<file path="src/rtl/seq_pkg.sv">
package seq_pkg;

    localparam int unsigned ADDR_W = 32;
    localparam int unsigned REG_W  = 5;

    typedef logic [ADDR_W-1:0] addr_t;
    typedef logic [REG_W-1:0]  ridx_t;

    typedef enum logic [2:0] {
        CMD_STEP   = 3'd0,
        CMD_BRANCH = 3'd1,
        CMD_JABS   = 3'd2,
        CMD_JREG   = 3'd3,
        CMD_ERET   = 3'd4,
        CMD_DRET   = 3'd5,
        CMD_RSV6   = 3'd6,
        CMD_RSV7   = 3'd7
    } flow_cmd_e;

    typedef struct packed {
        addr_t cur;
        addr_t nxt;
        addr_t nxt2;
    } pc_trio_t;

    typedef struct packed {
        logic  we;
        ridx_t idx;
        addr_t val;
    } link_req_t;

    typedef struct packed {
        logic clr_err;
        logic clr_exc;
        logic clr_ll;
        logic clr_dbg;
        logic unsup;
    } stat_clr_t;

    // Restart with no delay slot: execution begins at a.
    function automatic pc_trio_t resume_at(addr_t a, addr_t stride);
        pc_trio_t t;
        t.cur  = a;
        t.nxt  = a + stride;
        t.nxt2 = a + stride + stride;
        return t;
    endfunction

    // Run the slot next, then continue at tgt.
    function automatic pc_trio_t redirect(addr_t slot, addr_t tgt, addr_t stride);
        pc_trio_t t;
        t.cur  = slot;
        t.nxt  = tgt;
        t.nxt2 = tgt + stride;
        return t;
    endfunction

endpackage

</file>
<file path="src/rtl/seq_next.sv">
module seq_next
    import seq_pkg::*;
#(
    parameter int unsigned INSN_BYTES = 4,
    parameter int unsigned JT_W       = 26,
    parameter int unsigned SEG_W      = 4
) (
    input  pc_trio_t          cur_i,
    input  flow_cmd_e         cmd_i,
    input  logic              taken_i,
    input  logic              likely_i,
    input  addr_t             disp_i,
    input  logic [JT_W-1:0]   jtarg_i,
    input  addr_t             rs_val_i,
    input  logic              comp_mode_i,
    input  logic              err_lvl_i,
    input  logic              dbg_mode_i,
    input  addr_t             exc_ret_i,
    input  addr_t             err_ret_i,
    input  addr_t             dbg_ret_i,
    output pc_trio_t          nxt_o
);

    localparam addr_t       IB = addr_t'(INSN_BYTES);
    localparam int unsigned SH = $clog2(INSN_BYTES);

    addr_t seg_bits;

    generate
        if (SEG_W == 0) begin : g_noseg
            assign seg_bits = '0;
        end else begin : g_seg
            localparam addr_t SEG_MASK = {{SEG_W{1'b1}}, {(ADDR_W-SEG_W){1'b0}}};
            assign seg_bits = cur_i.nxt & SEG_MASK;
        end
    endgenerate

    pc_trio_t stepped;
    pc_trio_t annulled;
    addr_t    br_tgt;
    addr_t    jabs_tgt;
    addr_t    ret_addr;

    always_comb begin
        stepped.cur  = cur_i.nxt;
        stepped.nxt  = cur_i.nxt2;
        stepped.nxt2 = cur_i.nxt2 + IB;
        annulled     = resume_at(cur_i.nxt2, IB);
        br_tgt       = cur_i.nxt + disp_i;
        jabs_tgt     = seg_bits | (addr_t'(jtarg_i) << SH);
        ret_addr     = err_lvl_i ? err_ret_i : exc_ret_i;

        nxt_o = stepped;
        case (cmd_i)
            CMD_BRANCH: begin
                if (taken_i)       nxt_o = redirect(cur_i.nxt, br_tgt, IB);
                else if (likely_i) nxt_o = annulled;
            end
            CMD_JABS: nxt_o = redirect(cur_i.nxt, jabs_tgt, IB);
            CMD_JREG: begin
                if (comp_mode_i) nxt_o = cur_i;
                else             nxt_o = redirect(cur_i.nxt, rs_val_i, IB);
            end
            CMD_ERET: nxt_o = resume_at(ret_addr, IB);
            CMD_DRET: begin
                if (dbg_mode_i) nxt_o = resume_at(dbg_ret_i, IB);
                else            nxt_o = cur_i;
            end
            default: nxt_o = stepped;
        endcase
    end

endmodule

</file>
<file path="src/rtl/seq_side.sv">
module seq_side
    import seq_pkg::*;
#(
    parameter ridx_t LINK_REG = 5'd31
) (
    input  logic       act_i,
    input  flow_cmd_e  cmd_i,
    input  logic       link_i,
    input  ridx_t      rd_idx_i,
    input  addr_t      nnpc_i,
    input  logic       comp_mode_i,
    input  logic       err_lvl_i,
    input  logic       dbg_mode_i,
    output link_req_t  link_o,
    output stat_clr_t  clr_o
);

    always_comb begin
        link_o = '0;
        clr_o  = '0;
        if (act_i) begin
            case (cmd_i)
                CMD_BRANCH, CMD_JABS: begin
                    if (link_i) begin
                        link_o.we  = 1'b1;
                        link_o.idx = LINK_REG;
                        link_o.val = nnpc_i;
                    end
                end
                CMD_JREG: begin
                    if (comp_mode_i) begin
                        clr_o.unsup = 1'b1;
                    end else if (link_i) begin
                        link_o.we  = 1'b1;
                        link_o.idx = rd_idx_i;
                        link_o.val = nnpc_i;
                    end
                end
                CMD_ERET: begin
                    clr_o.clr_ll = 1'b1;
                    if (err_lvl_i) clr_o.clr_err = 1'b1;
                    else           clr_o.clr_exc = 1'b1;
                end
                CMD_DRET: begin
                    if (dbg_mode_i) clr_o.clr_dbg = 1'b1;
                end
                default: ;
            endcase
        end
    end

endmodule

</file>
<file path="src/rtl/seq_state.sv">
module seq_state
    import seq_pkg::*;
#(
    parameter addr_t       RESET_VEC  = 32'hBFC0_0000,
    parameter int unsigned INSN_BYTES = 4
) (
    input  logic     clk,
    input  logic     rst,
    input  logic     load_i,
    input  pc_trio_t nxt_i,
    output pc_trio_t q_o
);

    localparam addr_t IB = addr_t'(INSN_BYTES);

    always_ff @(posedge clk) begin
        if (rst)         q_o <= resume_at(RESET_VEC, IB);
        else if (load_i) q_o <= nxt_i;
    end

endmodule

</file>
<file path="src/rtl/dspc_seq.sv">
module dspc_seq
    import seq_pkg::*;
#(
    parameter logic [31:0] RESET_VEC  = 32'hBFC0_0000,
    parameter int unsigned INSN_BYTES = 4,
    parameter int unsigned JT_W       = 26,
    parameter int unsigned SEG_W      = 4,
    parameter logic [4:0]  LINK_REG   = 5'd31
) (
    input  logic                clk,
    input  logic                rst,
    input  logic                stall_i,
    input  logic [2:0]          cmd_i,
    input  logic                taken_i,
    input  logic                likely_i,
    input  logic                link_i,
    input  logic [ADDR_W-1:0]   disp_i,
    input  logic [JT_W-1:0]     jtarg_i,
    input  logic [ADDR_W-1:0]   rs_val_i,
    input  logic [REG_W-1:0]    rd_idx_i,
    input  logic                comp_mode_i,
    input  logic                err_lvl_i,
    input  logic                dbg_mode_i,
    input  logic [ADDR_W-1:0]   exc_ret_i,
    input  logic [ADDR_W-1:0]   err_ret_i,
    input  logic [ADDR_W-1:0]   dbg_ret_i,
    output logic [ADDR_W-1:0]   fetch_pc_o,
    output logic [ADDR_W-1:0]   next_pc_o,
    output logic [ADDR_W-1:0]   next2_pc_o,
    output logic                link_we_o,
    output logic [REG_W-1:0]    link_idx_o,
    output logic [ADDR_W-1:0]   link_val_o,
    output logic                clr_err_lvl_o,
    output logic                clr_exc_lvl_o,
    output logic                clr_llbit_o,
    output logic                clr_dbg_exc_o,
    output logic                unsupported_o
);

    flow_cmd_e cmd;
    pc_trio_t  state;
    pc_trio_t  upd;
    link_req_t lreq;
    stat_clr_t sclr;
    logic      act;

    assign cmd = flow_cmd_e'(cmd_i);
    assign act = !stall_i && !rst;

    seq_next #(
        .INSN_BYTES (INSN_BYTES),
        .JT_W       (JT_W),
        .SEG_W      (SEG_W)
    ) u_next (
        .cur_i       (state),
        .cmd_i       (cmd),
        .taken_i     (taken_i),
        .likely_i    (likely_i),
        .disp_i      (disp_i),
        .jtarg_i     (jtarg_i),
        .rs_val_i    (rs_val_i),
        .comp_mode_i (comp_mode_i),
        .err_lvl_i   (err_lvl_i),
        .dbg_mode_i  (dbg_mode_i),
        .exc_ret_i   (exc_ret_i),
        .err_ret_i   (err_ret_i),
        .dbg_ret_i   (dbg_ret_i),
        .nxt_o       (upd)
    );

    seq_side #(
        .LINK_REG (LINK_REG)
    ) u_side (
        .act_i       (act),
        .cmd_i       (cmd),
        .link_i      (link_i),
        .rd_idx_i    (rd_idx_i),
        .nnpc_i      (state.nxt2),
        .comp_mode_i (comp_mode_i),
        .err_lvl_i   (err_lvl_i),
        .dbg_mode_i  (dbg_mode_i),
        .link_o      (lreq),
        .clr_o       (sclr)
    );

    seq_state #(
        .RESET_VEC  (RESET_VEC),
        .INSN_BYTES (INSN_BYTES)
    ) u_state (
        .clk    (clk),
        .rst    (rst),
        .load_i (!stall_i),
        .nxt_i  (upd),
        .q_o    (state)
    );

    assign fetch_pc_o    = state.cur;
    assign next_pc_o     = state.nxt;
    assign next2_pc_o    = state.nxt2;
    assign link_we_o     = lreq.we;
    assign link_idx_o    = lreq.idx;
    assign link_val_o    = lreq.val;
    assign clr_err_lvl_o = sclr.clr_err;
    assign clr_exc_lvl_o = sclr.clr_exc;
    assign clr_llbit_o   = sclr.clr_ll;
    assign clr_dbg_exc_o = sclr.clr_dbg;
    assign unsupported_o = sclr.unsup;

endmodule

</file>
<file path="config.mk">
export PLATFORM = sky130hd
export DESIGN_NAME = dspc_seq
export DESIGN_NICKNAME = d
export VERILOG_FILES = /design/src/rtl/seq_pkg.sv /design/src/rtl/seq_next.sv /design/src/rtl/seq_side.sv /design/src/rtl/seq_state.sv /design/src/rtl/dspc_seq.sv
export SDC_FILE = /design/constraint.sdc
export NUM_CORES = 1
export LEC_CHECK = 0
export BUFFER_PORTS_ARGS = -buffer_cell sky130_fd_sc_hd__buf_4
export CAP_MARGIN = 10
export CORE_MARGIN = 2
export CORE_UTILIZATION = 55
export CTS_CLUSTER_DIAMETER = 200
export CTS_CLUSTER_SIZE = 24
export DETAILED_ROUTE_END_ITERATION = 6
export PLACE_DENSITY_LB_ADDON = 0.08
export SKIP_LAST_GASP = 1
export SLEW_MARGIN = 20
export SYNTH_ARGS = -nofsm -noshare
export SYNTH_HDL_FRONTEND = slang
export SYNTH_SLANG_ARGS = --single-unit
</file>
<file path="constraint.sdc">
create_clock -name clk -period 8.1 [get_ports clk]
set_input_delay 1.62 -clock clk [delete_from_list [all_inputs] [get_ports clk]]
set_output_delay 1.62 -clock clk [all_outputs]
set_load 0.02 [all_outputs]
</file>
==> results of run 1 <==
-- cell families after synthesis --
logic type      Yosys count  synth area share
simple gates            887            0.3239
compound gates          612            0.2994
buf+inv                 192           0.06104
xor+xnor                163            0.1008
flops                    96            0.1357
mux                      61           0.04426
fa+ha+maj                39           0.03498
-- cell type report --
type                            count  area (µm²)
Inverter                           22       82.58
Multi-Input combinational cell   1762       11420
Tap cell                          330       412.9
Sequential cell                    96        1922
Clock buffer                        9       225.2
Clock inverter                      7       70.07
Timing Repair Buffer              365        2740
Fill cell                        2269        8374
Antenna cell                        1       2.502
-- worst max path at each step --
stage,to,slack [ns],start,cells past startpoint
final,u_state.q_o[28]$_SDFFE_PP1P_,2.02,err_lvl_i,14
after global placement,u_state.q_o[23]$_SDFFE_PP1P_,1.98,err_lvl_i,14
after detailed placement,u_state.q_o[28]$_SDFFE_PP1P_,1.87,err_lvl_i,14
after floorplan,link_val_o[27],2.29,cmd_i[0],10
after global routing,u_state.q_o[23]$_SDFFE_PP1P_,1.87,err_lvl_i,14
after CTS,u_state.q_o[28]$_SDFFE_PP1P_,2.21,err_lvl_i,14
-- per-stage QoR --
stage                     hold WS [ns]    util  instances
after floorplan                 0.5684       -       2050
after global placement          0.4491  0.6566       2575
after detailed placement        0.4526  0.6566       2575
after CTS                       0.4697  0.6683       2591
after global routing            0.4906  0.6683       2591
final                           0.4679  0.6684       2592
-- where the power goes --
part | total, mW | switching (mW) | internal, mW
clock network | 0.452 | 0.233 | 0.219
logic | 1.08 | 0.669 | 0.414
registers | 0.619 | 0.106 | 0.513
total | 2.15 | 1.01 | 1.15
-- cells in the final DEF, fill, tap and decap left out, types with 23 or more instances in the layout --
cell type  instances
xnor2_1          101
nand2b_1          23
nand2_1          220
and2_1            41
xor2_1            62
o21ai_0          103
a211oi_1          47
nand3_1           97
ha_1              38
buf_4            365
o211ai_1          28
a221oi_1          65
mux2i_1           48
a21oi_1          142
nor3_1            58
nand4_1           39
dfxtp_1           96
nor4_1            39
nor2_1           219
-- per-layer routing --
metal  up-vias  wire, µm  global-route usage
met3       258      9882              0.1381
li1       8115         -                   -
met5         -        18                   0
met2      1558     27040              0.6883
met1      8274     23920              0.5987
met4         2      3152              0.1838
==> impl_results.md, run 1 <==
- Max reg flops: 96
- Chip Width: roughly 160 µm
- Power per Cell Area: 127.6 mW/mm²
- Post-synth EDFFs: 0
- Layout cell share with drive strength beyond 1: 0.2021
- Reg2reg end: u_state.q_o[29]$_SDFFE_PP1P_
- Detail Route Antenna Nets: 0
- Vias: roughly 18000
- Area Overhead vs Synth: 19.18%
- CTS-repair resized insts: 0
- Post-route cell area: 0.01688 mm²
- Synth cell types: between 100 and 150
- Synth area leaders: dfxtp_1 14%, xnor2_1 6.2%, nand2_1 5.8%
- Initial core utilization: 0.5608
- Flops & latches, synth: 96
- Outcome: completed
- Hold path startpoint: u_state.q_o[92]$_SDFFE_PP1P_
- Slew HR: 0.2335
- Hold Path Cell Cnt: 1
- Power, Total: about 2.2 mW
- Worst Tran Pin Value: 1.147 ns
- Share of the synthesized area in the top cell type: 0.1357
- Post-Synthesis Net Count: 2292
- Endpoint of the worst hold path: u_state.q_o[92]$_SDFFE_PP1P_
- Setup_tns: 0 ns
- Minimum clock period: just over 6 ns
- Number of vias per cell: roughly 7.0
- DR WL/cell: roughly 25 µm
- Peak Freq: around 0.16 GHz
- Initial antenna violation count: 1
- Asr flop ratio synth: 0
- Crit-path slowest cell: a2111oi_1
- Hold Fails Final Rpt: 0
- Reg2Reg Setup Slack: between 3 and 4 ns
- Top Registers: u_state.q_o (96)
- CTS Sinks: 96
- Ys Warns: 0
- Top reg by flops: u_state.q_o
- Worst R2R Path Depth: 13
- Buf/Inv on CP: 2
- Maximum vdd drop: 0.08669 mV
- Clk_skew: ~0.017 ns
- Critical Path, Cell by Cell: buf_4, mux2_2, ha_1, o211ai_1, buf_4, a2111oi_1, mux2i_1, o32ai_1, nor4b_1, nand4_1, nor4_1, xnor2_1, nor2_1, o32a_1
- Overall die height: ~160 µm
- Die area: approximately 0.027 mm²
- Post-route DRC: 0
- CP delay by family, top: simple AND/OR/NAND/NOR gates
- Most frequent cells after synthesis: 220 x nand2_1, 220 x nor2_1, 143 x a21oi_1
- Overflow after GRT: 0
- Clk_lat worst skew: roughly 0.37 ns
- CTS tree: done
- Setup violators final: 0
- Pre-antenna DRT Iters: 7
- Postcts setup bufs: 0
- DP HPWL: about 49 mm
- Max Cap Viol: 0
- H-tree Lvls: 3
- Crit end category: flip-flop
- Mapped Avg Cell Area: 6.909 µm²
- RSZ-0062 raised after global routing: no
- CTS Buffer Depth: 2
- Critical path startpoint category: input pin
- Leakage: approximately 6.5 nW
- Initial drt markers: ~2800
- Hold/Removal Path Class: reg2reg
- IO buf count: 341
- Critical Path RT: between 8 and 9 ns
- Cell mode on critical path: buf_4
- Cell Rows: 58
- CTS Hold Buffers Added: 0
- Area of placed instances: 0.01658 mm²
- Num CTS Buffers: 9
- Root buffer cell: clkbuf_16
- CP max stage delay: around 0.73 ns
- Mapped Cells: about 2100
- Final WS setup: slightly above 2 ns
- Final wirelength: 64.01 mm
- Synthesized cell area: approximately 0.014 mm²
- Largest net degree at the start of global routing: slightly above 100
- Max-slew violation count: 0
- Sequential-to-total area share from yosys stat: 0.1357
- Clock slew at the register clock pins of the worst setup and hold paths: approximately 0.080 ns
- All-layer global routing usage: 0.4537
- Worst EP arrival: roughly 6.3 ns
- Layout Nets: about 2500
- Via count of the first global-routing pass: approximately 16000
- Global-route wire length before repair: 94.57 mm
- Final GP Congestion: between 1 and 1.5
- Yosys top cell by area: dfxtp_1
- RR Startpoint: u_state.q_o[32]$_SDFFE_PP0P_
- Max FO, Critical Path: 63
- Top FF cell, synth: dfxtp_1
- Core Area: roughly 0.025 mm²
- Post-Place Setup Slack: 1.868 ns
- Crit path kind: in2reg
- Period utilization: 0.7500
- I/O pin total: between 300 and 400
Power figures use the tool's default switching activity.
==> run 2: changes to the inputs <==
==> constraint.sdc (replaced) <==
create_clock -name clk -period 6.3 [get_ports clk]
set_input_delay 1.26 -clock clk [delete_from_list [all_inputs] [get_ports clk]]
set_output_delay 1.26 -clock clk [all_outputs]
set_load 0.02 [all_outputs]
==> impl_results.md, run 2 (synthesized netlist as in run 1, its figures left out) <==
- Worst R2R Path Depth: 13
- Worst hold margin: 0.4742 ns
- Clock slew at the register clock pins of the worst setup and hold paths: ~0.08 ns
- Hold Path Cell Cnt: 1
- Setup violators final: 0
- Dpl cells: 2581
- Core Area: ~0.025 mm²
- Overflow after GRT: 0
- Area Overhead vs Synth: 19.59%
- Root buffer cell: clkbuf_16
- Reg2reg end: u_state.q_o[29]$_SDFFE_PP1P_
- CTS Sinks: 96
- Cell Rows: 58
- Slew HR: 0.2468
- H-tree Lvls: 3
- Via count of the first global-routing pass: 16160
- Max-slew violation count: 0
- IO buf count: ~340
- Largest net degree at the start of global routing: ~100
- RSZ-0062 raised after global routing: no
- Post-route DRC: 0
- Die area: 0.02705 mm²
- Hold/Removal Path Class: reg2reg
- Initial drt markers: 2872
- Overall die height: 164.5 µm
- Postcts setup bufs: 0
- Most frequent cells in the layout: 370 x buf_4, 220 x nand2_1, 219 x nor2_1
- Clk_skew: between 0.015 and 0.02 ns
- Hold path startpoint: u_state.q_o[92]$_SDFFE_PP1P_
- DR WL/cell: roughly 25 µm
- Antenna Cells: 0
- DP HPWL: between 40 and 50 mm
- Crit end category: flip-flop
- CTS tree: done
- Max reg flops: 96
- Top reg by flops: u_state.q_o
- Num CTS Buffers: 9
- Peak Freq: around 0.19 GHz
- Top Registers: u_state.q_o (96)
- Power per Cell Area: ~160 mW/mm²
- FILL cells: 2279
- Setup_tns: 0 ns
- Layout Nets: roughly 2500
- Layout cell share with drive strength beyond 1: 0.2042
- CTS-repair resized insts: 0
- Number of vias per cell: 7.007
- Vias: approximately 18000
- Period utilization: 0.8465
- Leakage: about 6.5 nW
- RR Startpoint: u_state.q_o[32]$_SDFFE_PP0P_
- Global-route wire length before repair: around 96 mm
- Detail Route Antenna Nets: 0
- Worst EP arrival: between 5 and 6 ns
- Final Instance Count excl. Fillers: between 2000 and 3000
- Minimum clock period: about 5.3 ns
- Final GP Congestion: around 1.0
- CTS Buffer Depth: 2
- Endpoint of the worst hold path: u_state.q_o[92]$_SDFFE_PP1P_
- Max FO, Critical Path: 33
- Crit path kind: in2reg
- Pre-antenna DRT Iters: 7
- Critical path startpoint category: input pin
- Initial core utilization: 0.5608
- Max Cap Viol: 0
- Worst Tran Pin Value: roughly 1.1 ns
- CTS Hold Buffers Added: 0
- Hold Fails Final Rpt: 0
- All-layer global routing usage: 0.4577
- Commonest non-fill, non-tap cell in the layout: buf_4
- Critical Path RT: roughly 6.6 ns
- Final wirelength: ~65 mm
- Clk_lat worst skew: between 0.3 and 0.4 ns
- Outcome: completed
- Maximum vdd drop: approximately 0.12 mV
- Reg2Reg Setup Slack: between 1.5 and 2 ns
- Initial antenna violation count: 0
- Chip Width: between 150 and 200 µm
- I/O pin total: 342
==> run 2: per-stage QoR <==
step / instance area (µm²) / worst slack [ns] / power (mW) / utilization
4_1_cts: 16940 / 1.081 / 2.712 / 0.6707
3_3_place_gp: 16640 / 0.9171 / 2.110 / 0.6589
2_1_floorplan: 14160 / 1.211 / 1.631 / -
6_report: 16940 / 0.9671 / 2.784 / 0.6707
3_5_place_dp: 16640 / 0.7302 / 2.132 / 0.6589
5_1_grt: 16940 / 0.7414 / 2.882 / 0.6707
==> run 2: layer usage <==
| metal | vias to the layer above | global-route usage | part of all wire |
|---|---|---|---|
| met1 | 8349 | 0.6165 | 0.38 |
| met2 | 1494 | 0.6881 | 0.42 |
| met3 | 234 | 0.1361 | 0.15 |
| met5 | - | 0 | 0 |
| met4 | 0 | 0.1708 | 0.045 |
| li1 | 8120 | - | - |
==> run 2: report_power, final <==
part	internal, mW	total [mW]	switching, mW
logic	0.535	1.39	0.859
registers	0.659	0.795	0.136
clock network	0.291	0.595	0.304
total	1.48	2.78	1.30
==> run 2: layout make-up <==
cell class | count | area (µm²) | area share
clock inverter | 6 | 60.06 | 0.003546
tap | 330 | 412.9 | 0.02438
timing repair buffer | 371 | 2798 | 0.1652
sequential | 96 | 1922 | 0.1135
clock buffer | 10 | 239.0 | 0.01411
inverter | 22 | 82.58 | 0.004875
multi-input combinational | 1762 | 11420 | 0.6745
==> run 2: worst max-delay path, cell delays in order <==
cell and delay (ns):
buf_4 0.37, mux2_2 0.27, ha_1 0.22, o211ai_1 0.11, buf_4 0.19, a2111oi_1 0.75, mux2i_1 0.35, o32ai_1 0.15
nor4b_1 0.56, nand4_1 0.44, nor3_1 0.32, xnor2_1 0.16, nor2_1 0.07, o32a_1 0.33
==> run 2: worst max-delay path by stage <==
stage              start                           end  slack (ns)
6_report       err_lvl_i  u_state.q_o[23]$_SDFFE_PP1P_        0.97
2_1_floorplan   cmd_i[0]                link_val_o[27]        1.21
3_5_place_dp   err_lvl_i  u_state.q_o[28]$_SDFFE_PP1P_        0.73
3_3_place_gp   disp_i[0]  u_state.q_o[29]$_SDFFE_PP1P_        0.92
4_1_cts        err_lvl_i  u_state.q_o[28]$_SDFFE_PP1P_        1.08
5_1_grt        err_lvl_i  u_state.q_o[23]$_SDFFE_PP1P_        0.74
